### config.mk
export PLATFORM = sky130hd
export DESIGN_NAME = trig_latency_buf
export DESIGN_NICKNAME = d
export VERILOG_FILES = /design/src/rtl/tlb_pkg.sv /design/src/rtl/tlb_dpram.sv /design/src/rtl/tlb_delay_line.sv /design/src/rtl/tlb_decision_buf.sv /design/src/rtl/trig_latency_buf.sv
export SDC_FILE = /design/constraint.sdc
export NUM_CORES = 1
export LEC_CHECK = 0
export ABC_AREA = 0
export BUFFER_PORTS_ARGS = -buffer_cell sky130_fd_sc_hd__buf_4
export CAP_MARGIN = 20
export CORE_MARGIN = 3
export CORE_UTILIZATION = 45
export DETAILED_ROUTE_END_ITERATION = 8
export PLACE_DENSITY_LB_ADDON = 0.12
export SYNTH_ARGS = -nofsm -noshare
export SYNTH_HDL_FRONTEND = slang
export SYNTH_SLANG_ARGS = --single-unit
### constraint.sdc
create_clock -name clk -period 4.2 [get_ports clk]
set_clock_uncertainty 0.2 [all_clocks]
set_input_delay 0.21 -clock clk [delete_from_list [all_inputs] [get_ports clk]]
set_output_delay 0.21 -clock clk [all_outputs]
set_load 0.02 [all_outputs]
### src/rtl/tlb_pkg.sv
package tlb_pkg;

    typedef enum logic [1:0] {
        DEC_NONE = 2'd0,
        DEC_DROP = 2'd1,
        DEC_KEEP = 2'd2
    } l2_dec_e;

    // keep wins when both strobes are high
    function automatic l2_dec_e decode_l2(input logic yes, input logic no);
        if (yes)     return DEC_KEEP;
        else if (no) return DEC_DROP;
        else         return DEC_NONE;
    endfunction

endpackage

### src/rtl/tlb_dpram.sv
module tlb_dpram #(
    parameter int W     = 20,
    parameter int DEPTH = 8,
    localparam int AW   = (DEPTH > 1) ? $clog2(DEPTH) : 1
) (
    input  logic          clk,
    input  logic          we,
    input  logic [AW-1:0] waddr,
    input  logic [W-1:0]  wdata,
    input  logic [AW-1:0] raddr,
    output logic [W-1:0]  rdata
);
    logic [W-1:0] mem [DEPTH];

    always_ff @(posedge clk) begin
        if (we) mem[waddr] <= wdata;
    end

    assign rdata = mem[raddr];

    always_ff @(posedge clk) begin
        if (we) assert_waddr_range_R2: assert (int'(waddr) < DEPTH);
    end
endmodule

### src/rtl/tlb_delay_line.sv
module tlb_delay_line #(
    parameter int W     = 20,
    parameter int DEPTH = 10,
    parameter int DLY   = 9,
    localparam int AW   = (DEPTH > 1) ? $clog2(DEPTH) : 1,
    localparam int OFS  = DEPTH - DLY
) (
    input  logic         clk,
    input  logic         rst_n,
    input  logic [W-1:0] sample_i,
    output logic [W-1:0] delayed_o
);
    typedef struct packed {
        logic [AW-1:0] wr;
    } dl_state_t;

    dl_state_t     st_d, st_q;
    logic [AW:0]   sum;
    logic [AW-1:0] rd_addr;

    always_comb begin
        st_d    = st_q;
        st_d.wr = (st_q.wr == AW'(DEPTH - 1)) ? '0 : st_q.wr + 1'b1;
        sum     = {1'b0, st_q.wr} + (AW + 1)'(OFS);
        rd_addr = (sum >= (AW + 1)'(DEPTH)) ? AW'(sum - (AW + 1)'(DEPTH)) : AW'(sum);
    end

    always_ff @(posedge clk) begin
        if (!rst_n) st_q <= '0;
        else        st_q <= st_d;
    end

    tlb_dpram #(.W(W), .DEPTH(DEPTH)) u_ram (
        .clk   (clk),
        .we    (1'b1),
        .waddr (st_q.wr),
        .wdata (sample_i),
        .raddr (rd_addr),
        .rdata (delayed_o)
    );

    // both addresses stay inside the RAM, and the read lags by DLY
    assert_wr_range_R1: assert property (@(posedge clk) disable iff (!rst_n)
        int'(st_q.wr) < DEPTH);
    assert_rd_range_R1: assert property (@(posedge clk) disable iff (!rst_n)
        int'(rd_addr) < DEPTH);
    assert_counter_step_R1: assert property (@(posedge clk) disable iff (!rst_n)
        (int'(st_q.wr) != DEPTH - 1) |=> (st_q.wr == $past(st_q.wr) + 1'b1));
endmodule

### src/rtl/tlb_decision_buf.sv
module tlb_decision_buf
    import tlb_pkg::*;
#(
    parameter int W     = 20,
    parameter int DEPTH = 8,
    localparam int AW   = (DEPTH > 1) ? $clog2(DEPTH) : 1,
    localparam int CW   = $clog2(DEPTH + 1)
) (
    input  logic         clk,
    input  logic         rst_n,
    input  logic [W-1:0] word_i,
    input  logic         l0_accept_i,
    input  logic         l2_yes_i,
    input  logic         l2_no_i,
    output logic [W-1:0] data_o,
    output logic         valid_o,
    output logic         overflow_o,
    output logic         underflow_o
);
    typedef struct packed {
        logic [AW-1:0] wr;
        logic [AW-1:0] rd;
        logic [CW-1:0] cnt;
        logic          ovf;
        logic          unf;
        logic          valid;
        logic [W-1:0]  data;
    } db_state_t;

    db_state_t st_d, st_q;
    l2_dec_e   dec;
    logic      full, empty, do_wr, do_rd;
    logic [W-1:0] rdata;

    always_comb begin
        st_d       = st_q;
        st_d.valid = 1'b0;
        dec   = decode_l2(l2_yes_i, l2_no_i);
        full  = (st_q.cnt == CW'(DEPTH));
        empty = (st_q.cnt == '0);
        do_wr = l0_accept_i && !full;
        do_rd = (dec != DEC_NONE) && !empty;

        if (l0_accept_i && full)         st_d.ovf = 1'b1;
        if ((dec != DEC_NONE) && empty)  st_d.unf = 1'b1;

        if (do_wr) st_d.wr = (st_q.wr == AW'(DEPTH - 1)) ? '0 : st_q.wr + 1'b1;
        if (do_rd) st_d.rd = (st_q.rd == AW'(DEPTH - 1)) ? '0 : st_q.rd + 1'b1;

        if (do_rd && (dec == DEC_KEEP)) begin
            st_d.valid = 1'b1;
            st_d.data  = rdata;
        end

        case ({do_wr, do_rd})
            2'b10:   st_d.cnt = st_q.cnt + 1'b1;
            2'b01:   st_d.cnt = st_q.cnt - 1'b1;
            default: st_d.cnt = st_q.cnt;
        endcase
    end

    always_ff @(posedge clk) begin
        if (!rst_n) st_q <= '0;
        else        st_q <= st_d;
    end

    tlb_dpram #(.W(W), .DEPTH(DEPTH)) u_ram (
        .clk   (clk),
        .we    (do_wr),
        .waddr (st_q.wr),
        .wdata (word_i),
        .raddr (st_q.rd),
        .rdata (rdata)
    );

    assign data_o      = st_q.data;
    assign valid_o     = st_q.valid;
    assign overflow_o  = st_q.ovf;
    assign underflow_o = st_q.unf;

    assert_count_bound_R2: assert property (@(posedge clk) disable iff (!rst_n)
        int'(st_q.cnt) <= DEPTH);
    assert_valid_cause_R3: assert property (@(posedge clk) disable iff (!rst_n)
        st_q.valid |-> $past(l2_yes_i && (st_q.cnt != '0)));
    assert_no_is_silent_R4: assert property (@(posedge clk) disable iff (!rst_n)
        (l2_no_i && !l2_yes_i) |=> !st_q.valid);
    assert_overflow_sticky_R5: assert property (@(posedge clk) disable iff (!rst_n)
        st_q.ovf |=> st_q.ovf);
    assert_overflow_cause_R5: assert property (@(posedge clk) disable iff (!rst_n)
        $rose(st_q.ovf) |-> $past(l0_accept_i && (st_q.cnt == CW'(DEPTH))));
    assert_underflow_sticky_R6: assert property (@(posedge clk) disable iff (!rst_n)
        st_q.unf |=> st_q.unf);
    assert_empty_no_valid_R6: assert property (@(posedge clk) disable iff (!rst_n)
        (st_q.cnt == '0) |=> !st_q.valid);
    assert_balanced_count_R7: assert property (@(posedge clk) disable iff (!rst_n)
        (l0_accept_i && (l2_yes_i || l2_no_i) && (st_q.cnt != '0)
         && (st_q.cnt != CW'(DEPTH))) |=> $stable(st_q.cnt));
    assert_both_is_keep_R8: assert property (@(posedge clk) disable iff (!rst_n)
        (l2_yes_i && l2_no_i && (st_q.cnt != '0)) |=> st_q.valid);
endmodule

### src/rtl/trig_latency_buf.sv
module trig_latency_buf #(
    parameter int DATA_W    = 20,
    parameter int DLY_DEPTH = 10,
    parameter int DLY       = 9,
    parameter int BUF_DEPTH = 8
) (
    input  logic              clk,
    input  logic              rst_n,
    input  logic [DATA_W-1:0] sample_i,
    input  logic              l0_accept_i,
    input  logic              l2_yes_i,
    input  logic              l2_no_i,
    output logic [DATA_W-1:0] data_o,
    output logic              valid_o,
    output logic              overflow_o,
    output logic              underflow_o
);
    logic [DATA_W-1:0] delayed;

    tlb_delay_line #(.W(DATA_W), .DEPTH(DLY_DEPTH), .DLY(DLY)) u_delay (
        .clk       (clk),
        .rst_n     (rst_n),
        .sample_i  (sample_i),
        .delayed_o (delayed)
    );

    tlb_decision_buf #(.W(DATA_W), .DEPTH(BUF_DEPTH)) u_decide (
        .clk         (clk),
        .rst_n       (rst_n),
        .word_i      (delayed),
        .l0_accept_i (l0_accept_i),
        .l2_yes_i    (l2_yes_i),
        .l2_no_i     (l2_no_i),
        .data_o      (data_o),
        .valid_o     (valid_o),
        .overflow_o  (overflow_o),
        .underflow_o (underflow_o)
    );

    initial begin
        assert_param_order_R1: assert (DLY > 0 && DLY < DLY_DEPTH);
    end
endmodule

; After elaboration in Yosys (flattened, before gate mapping)
; Memories as Yosys holds them, arrays and structs flattened. A register that Yosys moved wholly into a read port is not among the register bits.
; Cells that the tools add are included.
[classes]
n_reduce_logical = 11
n_lt_le_gt_ge = 1
muxes = 11
bitwise = 1
eq_ne = 7
addsub = 7
[op_table]
columns = cell, n
row1 = 21-bit 2-to-1 mux, 1
row2 = 3-bit 2-to-1 mux, 4
row3 = "4-bit by 1-bit adder with 4-bit output, second input constant", 2
row4 = "4-bit == test, second input constant", 2
row5 = 4-bit case mux with 2 select lines, 1
row6 = "3-bit by 1-bit adder with 3-bit output, second input constant", 2
row7 = "3-bit == test, second input constant", 2
row8 = "4-bit by 1-bit adder with 5-bit output, second input constant", 1
row9 = "5-bit by 4-bit greater-or-equal comparator with 1-bit output, second input constant", 1
row10 = 1-bit logical AND, 5
row11 = "2-bit == test, second input constant", 2
row12 = 4-bit logical NOT, 1
row13 = 4-bit 2-to-1 mux, 1
row14 = 2-bit nonzero test, 2
row15 = "4-bit by 1-bit subtractor with 4-bit output, second input constant", 1
row16 = "4-bit subtractor, second input constant", 1
row17 = 1-bit 2-to-1 mux, 3
row18 = "2-bit by 1-bit == test with 1-bit output, second input constant", 1
row19 = 1-bit logical NOT, 2
row20 = 2-bit 2-to-1 mux, 1
row21 = 2-bit OR reduction, 1
row22 = 1-bit NOT, 1
[totals]
ff_bits = 37
elab_cells = 48
n_memories = 2
mem_bits_rw = 360
out_inout_bits = 23
in_bits = 25
[memory_table]
columns = memory, depth, width, read_ports, rd_ports_with_merged_regs, wr, line_no
row1 = u_delay.u_ram.mem, 10, 20, 1, 0, 1, tlb_dpram.sv:13  ; logic [W-1:0] mem [DEPTH];
row2 = u_decide.u_ram.mem, 8, 20, 1, 1, 1, tlb_dpram.sv:13

; Longest topological paths before layout
[depth]
ltp_word = 6
depth_mapped = 14
ltp_nobuf = 10

; By module
; From an unflattened synthesis, not the netlist that was laid out.
[unflattened]
cells_unflattened = 878
area_unflattened_um2 = 16156.7
[by_module_without_submodules]
columns = module, n_inst, area_each_um2, cells_per_inst
row1 = tlb_dpram (u_delay.u_ram), 1, 7948.9, 423
row2 = tlb_dpram (u_decide.u_ram), 1, 6212.2, 244
row3 = tlb_decision_buf, 1, 1711.6, 178
row4 = tlb_delay_line, 1, 284.0, 33

; Worst setup path after synthesis
; OpenSTA, ideal clock, no wires.
[synth_timing]
kind = reg-to-reg
startpoint = reg u_delay.st_q[0] (netlist bit)
endpoint = mem u_decide.u_ram.mem[0][11], data pin
stages_incl_launch_ff = 15
setup_slack_ps = 660
arrival_time_ps = 3135
setup_ps = 206
path_cell_list = dfxtp_1 -> buf_6 -> buf_2 -> buf_1 -> clkbuf_1 -> inv_1 -> ha_1 -> nand2b_1 -> buf_2 -> a21oi_1 -> o31ai_4 -> buf_6 -> mux2i_1 -> o22ai_1 -> nor2_1
[synth_between]
elab_chain_cells = 4
word_cells_on_any_way = 5
cone_classes = add/sub (2) / order compare (1) / mux (1) / memory (1)
[synth_lines]
columns = item, line_no
row1 = start: declaration, tlb_delay_line.sv:17  ; dl_state_t st_d, st_q;
row2 = start signal: assignment, tlb_delay_line.sv:30  ; else st_q <= st_d;
row3 = 4-bit by 1-bit adder with 5-bit output (*), tlb_delay_line.sv:24  ; sum = {1'b0, st_q.wr} + (AW + 1)'(OFS);
row4 = 4-bit subtractor or 5-bit by 4-bit greater-or-equal comparator with 1-bit output (tied branches), tlb_delay_line.sv:25  ; rd_addr = (sum >= (AW + 1)'(DEPTH)) ? AW'(sum - (AW + 1)'(DEPTH)) : AW'(sum);
row5 = 4-bit 2-to-1 mux (*), tlb_delay_line.sv:25
row6 = via u_delay.rd_addr[0], tlb_delay_line.sv:19  ; logic [AW-1:0] rd_addr;
row7 = memory read 10 x 20 bit (*), n/a
row8 = via delayed[11], trig_latency_buf.sv:18  ; logic [DATA_W-1:0] delayed;
row9 = end: declaration, tlb_dpram.sv:13
; The timed path passes the listed nets; every way through them passes the cells marked *.

; Final worst setup path
[layout_timing]
startpoint = reg u_delay.st_q[1] (netlist bit)
endpoint = mem u_decide.u_ram.mem[4][8], data pin
[layout_between]
elab_chain_cells = 4
word_cells_on_any_way = 5
cone_classes = add/sub (2) / order compare (1) / mux (1) / memory (1)
[layout_lines]
columns = item, line_no
row1 = 4-bit by 1-bit adder with 5-bit output (*), tlb_delay_line.sv:24
row2 = via u_delay.sum[1], tlb_delay_line.sv:18  ; logic [AW:0] sum;
row3 = 4-bit subtractor or 5-bit by 4-bit greater-or-equal comparator with 1-bit output (tied branches), tlb_delay_line.sv:25
row4 = 4-bit 2-to-1 mux (*), tlb_delay_line.sv:25
row5 = memory read 10 x 20 bit (*), n/a
row6 = via delayed[8], trig_latency_buf.sv:18
; Marked as above.

==> results_dict.tcl <==
set metrics [dict create \
    worstHoldStart "l2_yes_i" \
    dr_total_vias 7666 \
    antenna_found_initial 0 \
    ys_ff_latch 400 \
    netlist_area_um2 15880 \
    first_iter_violations 476 \
    clk_pin_slew_ns 0.06 \
    ys_seq_area_frac 0.7312 \
    core-area_um2 34630 \
    hold_path_end "u_decide.valid_o" \
    fin_nets 1005 \
    hold_violations 0 \
    synth_edf_count 360 \
    clockBufferDepth 3 \
    maxCapViolations 0 \
    gp_congestion 0.7826 \
    start_util 0.4586 \
    port_buffers 47 \
    worst_ep_arrival_time_ns 3.43 \
    p_per_area_nw_per_um2 572.4 \
    p_seq_frac 0.474 \
    cts_tree "done" \
    synth_ff_type "edfxtp_1" \
    switching_share 0.2514 \
    avgRoutedWirePerCell_um 20.92 \
    grt_max_degree 71 \
    async_flop_share 0 \
    startpoint_type "flip-flop" \
    peakVddDrop_uv 476.3 \
    slew-limit-headroom 0.3021 \
    totalWireLength_um 30400 \
    track_usage 0.1635 \
    dp_hpwl_um 17490 \
    tns_ns 0 \
    cp.required_ns 4.24 \
    r2r_slack_ns 0.80 \
    crit_path_max_fanout 17 \
    grt_overflow 0 \
    vias_per_cell 5.276 \
    root_buffer "clkbuf_16" \
    yosys_warnings 0 \
    combPwrFrac 0.175 \
    timing.rr.end "u_decide.u_ram.mem[4][8]" \
    ys_types 42 \
    crit_type "flip-flop to flip-flop" \
    syn-instance-count 892 \
    regToRegStartpoint "u_delay.st_q[1]" \
    cts_sinks 400 \
    ant_nets 0 \
    ios 48 \
    htreeDepth 2 \
    rsz0062_at_grt "no" \
    first_pass_iters 5 \
    drive_above_1_share 0.1944 \
    rows 68 \
    power_frac_clock 0.351 \
    setup_viol 0 \
    hold_depth 3 \
    fmax_mhz 294.5 \
    end_kind "flip-flop" \
    syn-num-nets 930 \
    area_delta_synth_final_pct 15.78 \
    grt_pass1_vias 7761 \
    period_share 0.8084 \
    cts_made_buffers 43 \
    die_area_um2 37580 \
    cp-startpoint "u_delay.st_q[1]" \
    final-max-slew-violation-count 0 \
    drc_errors 0 \
    dieHeight_um 193.8 \
    die_width_um 193.8 \
    diodes 0 \
    insertion_delay_ns 0.53 \
    power.internal_mw 7.877 \
    tightest_slew_ns 1.045 \
    p_sw_mw 2.646 \
    r2r_cells 9 \
    hold_class "input pin to flip-flop" \
    syn_avg_cell_area_um2 17.80 \
    grt_pass1_wl_um 47540 \
    status "completed" \
    post-route-min-period_ns 3.395 \
    utilization 0.5309 \
    p_leak_nw 6.506 \
]
==> cell families after synthesis <==
| logic type | synth area share |
|---|---|
| simple gates | 0.04184 |
| fa+ha+maj | 0.01072 |
| flops | 0.7312 |
| mux | 0.1469 |
| xor+xnor | 0.003861 |
| buf+inv | 0.02648 |
| compound gates | 0.03900 |
==> cells in the final DEF (no fill, tap or decap), drive strengths merged, types with 6 or more instances in the layout <==
cell	count
a211oi	20
a21oi	6
and2	11
buf	72
clkbuf	52
clkinv	15
dfxtp	40
dlygate4sd3	26
edfxtp	360
ha	12
inv	8
mux2i	143
mux4	40
nand2	30
nor2	34
nor2b	32
nor3	8
o211a	20
o21ai	6
o22ai	21
==> stage by stage <==
step                total power [mW]  area, um^2  hold WS (ns)  setup slack (ns)  instances
finish                         10.52       18390       0.08630            0.8049       1453
global route                   11.03       18390        0.1022            0.5752       1453
CTS                            10.68       18390       0.06738            0.8426       1453
detailed placement             6.935       16730        0.2669            0.8695       1351
global placement               6.907       16700        0.2481            0.9804       1350
floorplan                      6.419       15880        0.1089            0.6598        892
==> state kept, by name, summed over array words and instances, names as in the netlist, named ones only <==
signal and cells:
u_decide.data_o 20, u_decide.overflow_o 1, u_decide.st_q 10, u_decide.u_ram.mem 160
u_decide.underflow_o 1, u_decide.valid_o 1, u_delay.st_q 4, u_delay.u_ram.mem 200
==> worst max-delay path: stages (launching register included) <==
cell and delay (ns):
dfxtp_1 0.45, inv_1 0.12, ha_1 0.41, nand2b_1 0.29
a21oi_1 0.15, o31ai_4 0.25, buf_4 0.36, mux2i_1 0.24
o22ai_1 0.10, nor2_1 0.53
==> how the worst max path moves through the flow <==
stage | endpoint | slack (ns)
floorplan | u_decide.u_ram.mem[0][11] | 0.66
global placement | u_decide.u_ram.mem[4][17] | 0.98
detailed placement | u_decide.u_ram.mem[4][8] | 0.87
CTS | u_decide.u_ram.mem[5][8] | 0.84
global route | u_decide.u_ram.mem[5][8] | 0.58
finish | u_decide.u_ram.mem[4][8] | 0.80
==> cells in the mapped netlist (2+ instances only) <==
| cell | n | area (um^2) |
|---|---|---|
| a31oi_1 | 3 | 18.77 |
| inv_1 | 8 | 30.03 |
| buf_4 | 20 | 150.1 |
| a211oi_1 | 20 | 150.1 |
| buf_2 | 12 | 60.06 |
| nor4_1 | 2 | 12.51 |
| nand2b_1 | 4 | 25.02 |
| ha_1 | 12 | 150.1 |
| a21oi_1 | 6 | 30.03 |
| buf_6 | 6 | 67.56 |
| o22ai_1 | 21 | 131.4 |
| xor2_1 | 2 | 17.52 |
| xnor2_1 | 5 | 43.79 |
| clkbuf_1 | 27 | 101.4 |
| nor3_1 | 8 | 40.04 |
| mux2i_1 | 143 | 1431 |
| a21boi_0 | 2 | 15.01 |
| nor2b_1 | 32 | 200.2 |
| nand2_1 | 30 | 112.6 |
| nor2_1 | 34 | 127.6 |
| edfxtp_1 | 360 | 10810 |
| and3_1 | 2 | 12.51 |
| mux4_2 | 40 | 900.9 |
| dfxtp_1 | 40 | 800.8 |
| and2_1 | 11 | 68.82 |
| o21ai_0 | 5 | 25.02 |
| o211a_1 | 20 | 200.2 |
| buf_1 | 3 | 11.26 |
==> layout make-up <==
class,instances,area (um^2)
multi-input combinational,416,3925
inverter,8,30.03
tap,455,569.3
fill,2777,16240
clock buffer,52,1152
clock inverter,24,245.2
sequential,400,11620
timing repair buffer,98,845.8
==> metal layers <==
layer	up-vias	GRT usage	share of wire
li1	3615	-	-
met4	0	0.04335	0.020
met2	151	0.2607	0.47
met1	3852	0.2375	0.47
met5	-	0	0
met3	48	0.02676	0.046
==> power groups by stage <==
stage	combinational (mW)	clock, mW	sequential [mW]
floorplan	1.48	0	4.94
finish	1.84	3.69	4.99
global route	2.02	3.96	5.04
global placement	1.83	0	5.08
detailed placement	1.85	0	5.09
CTS	1.88	3.79	5.00
==> timing repair <==
action                                 4_1_cts  5_1_grt
resized for setup                            0        0
buffers inserted                             0        0
hold buffers                                26        0
endpoints found under the hold margin      240        0
(Power assumes the default switching activity.)
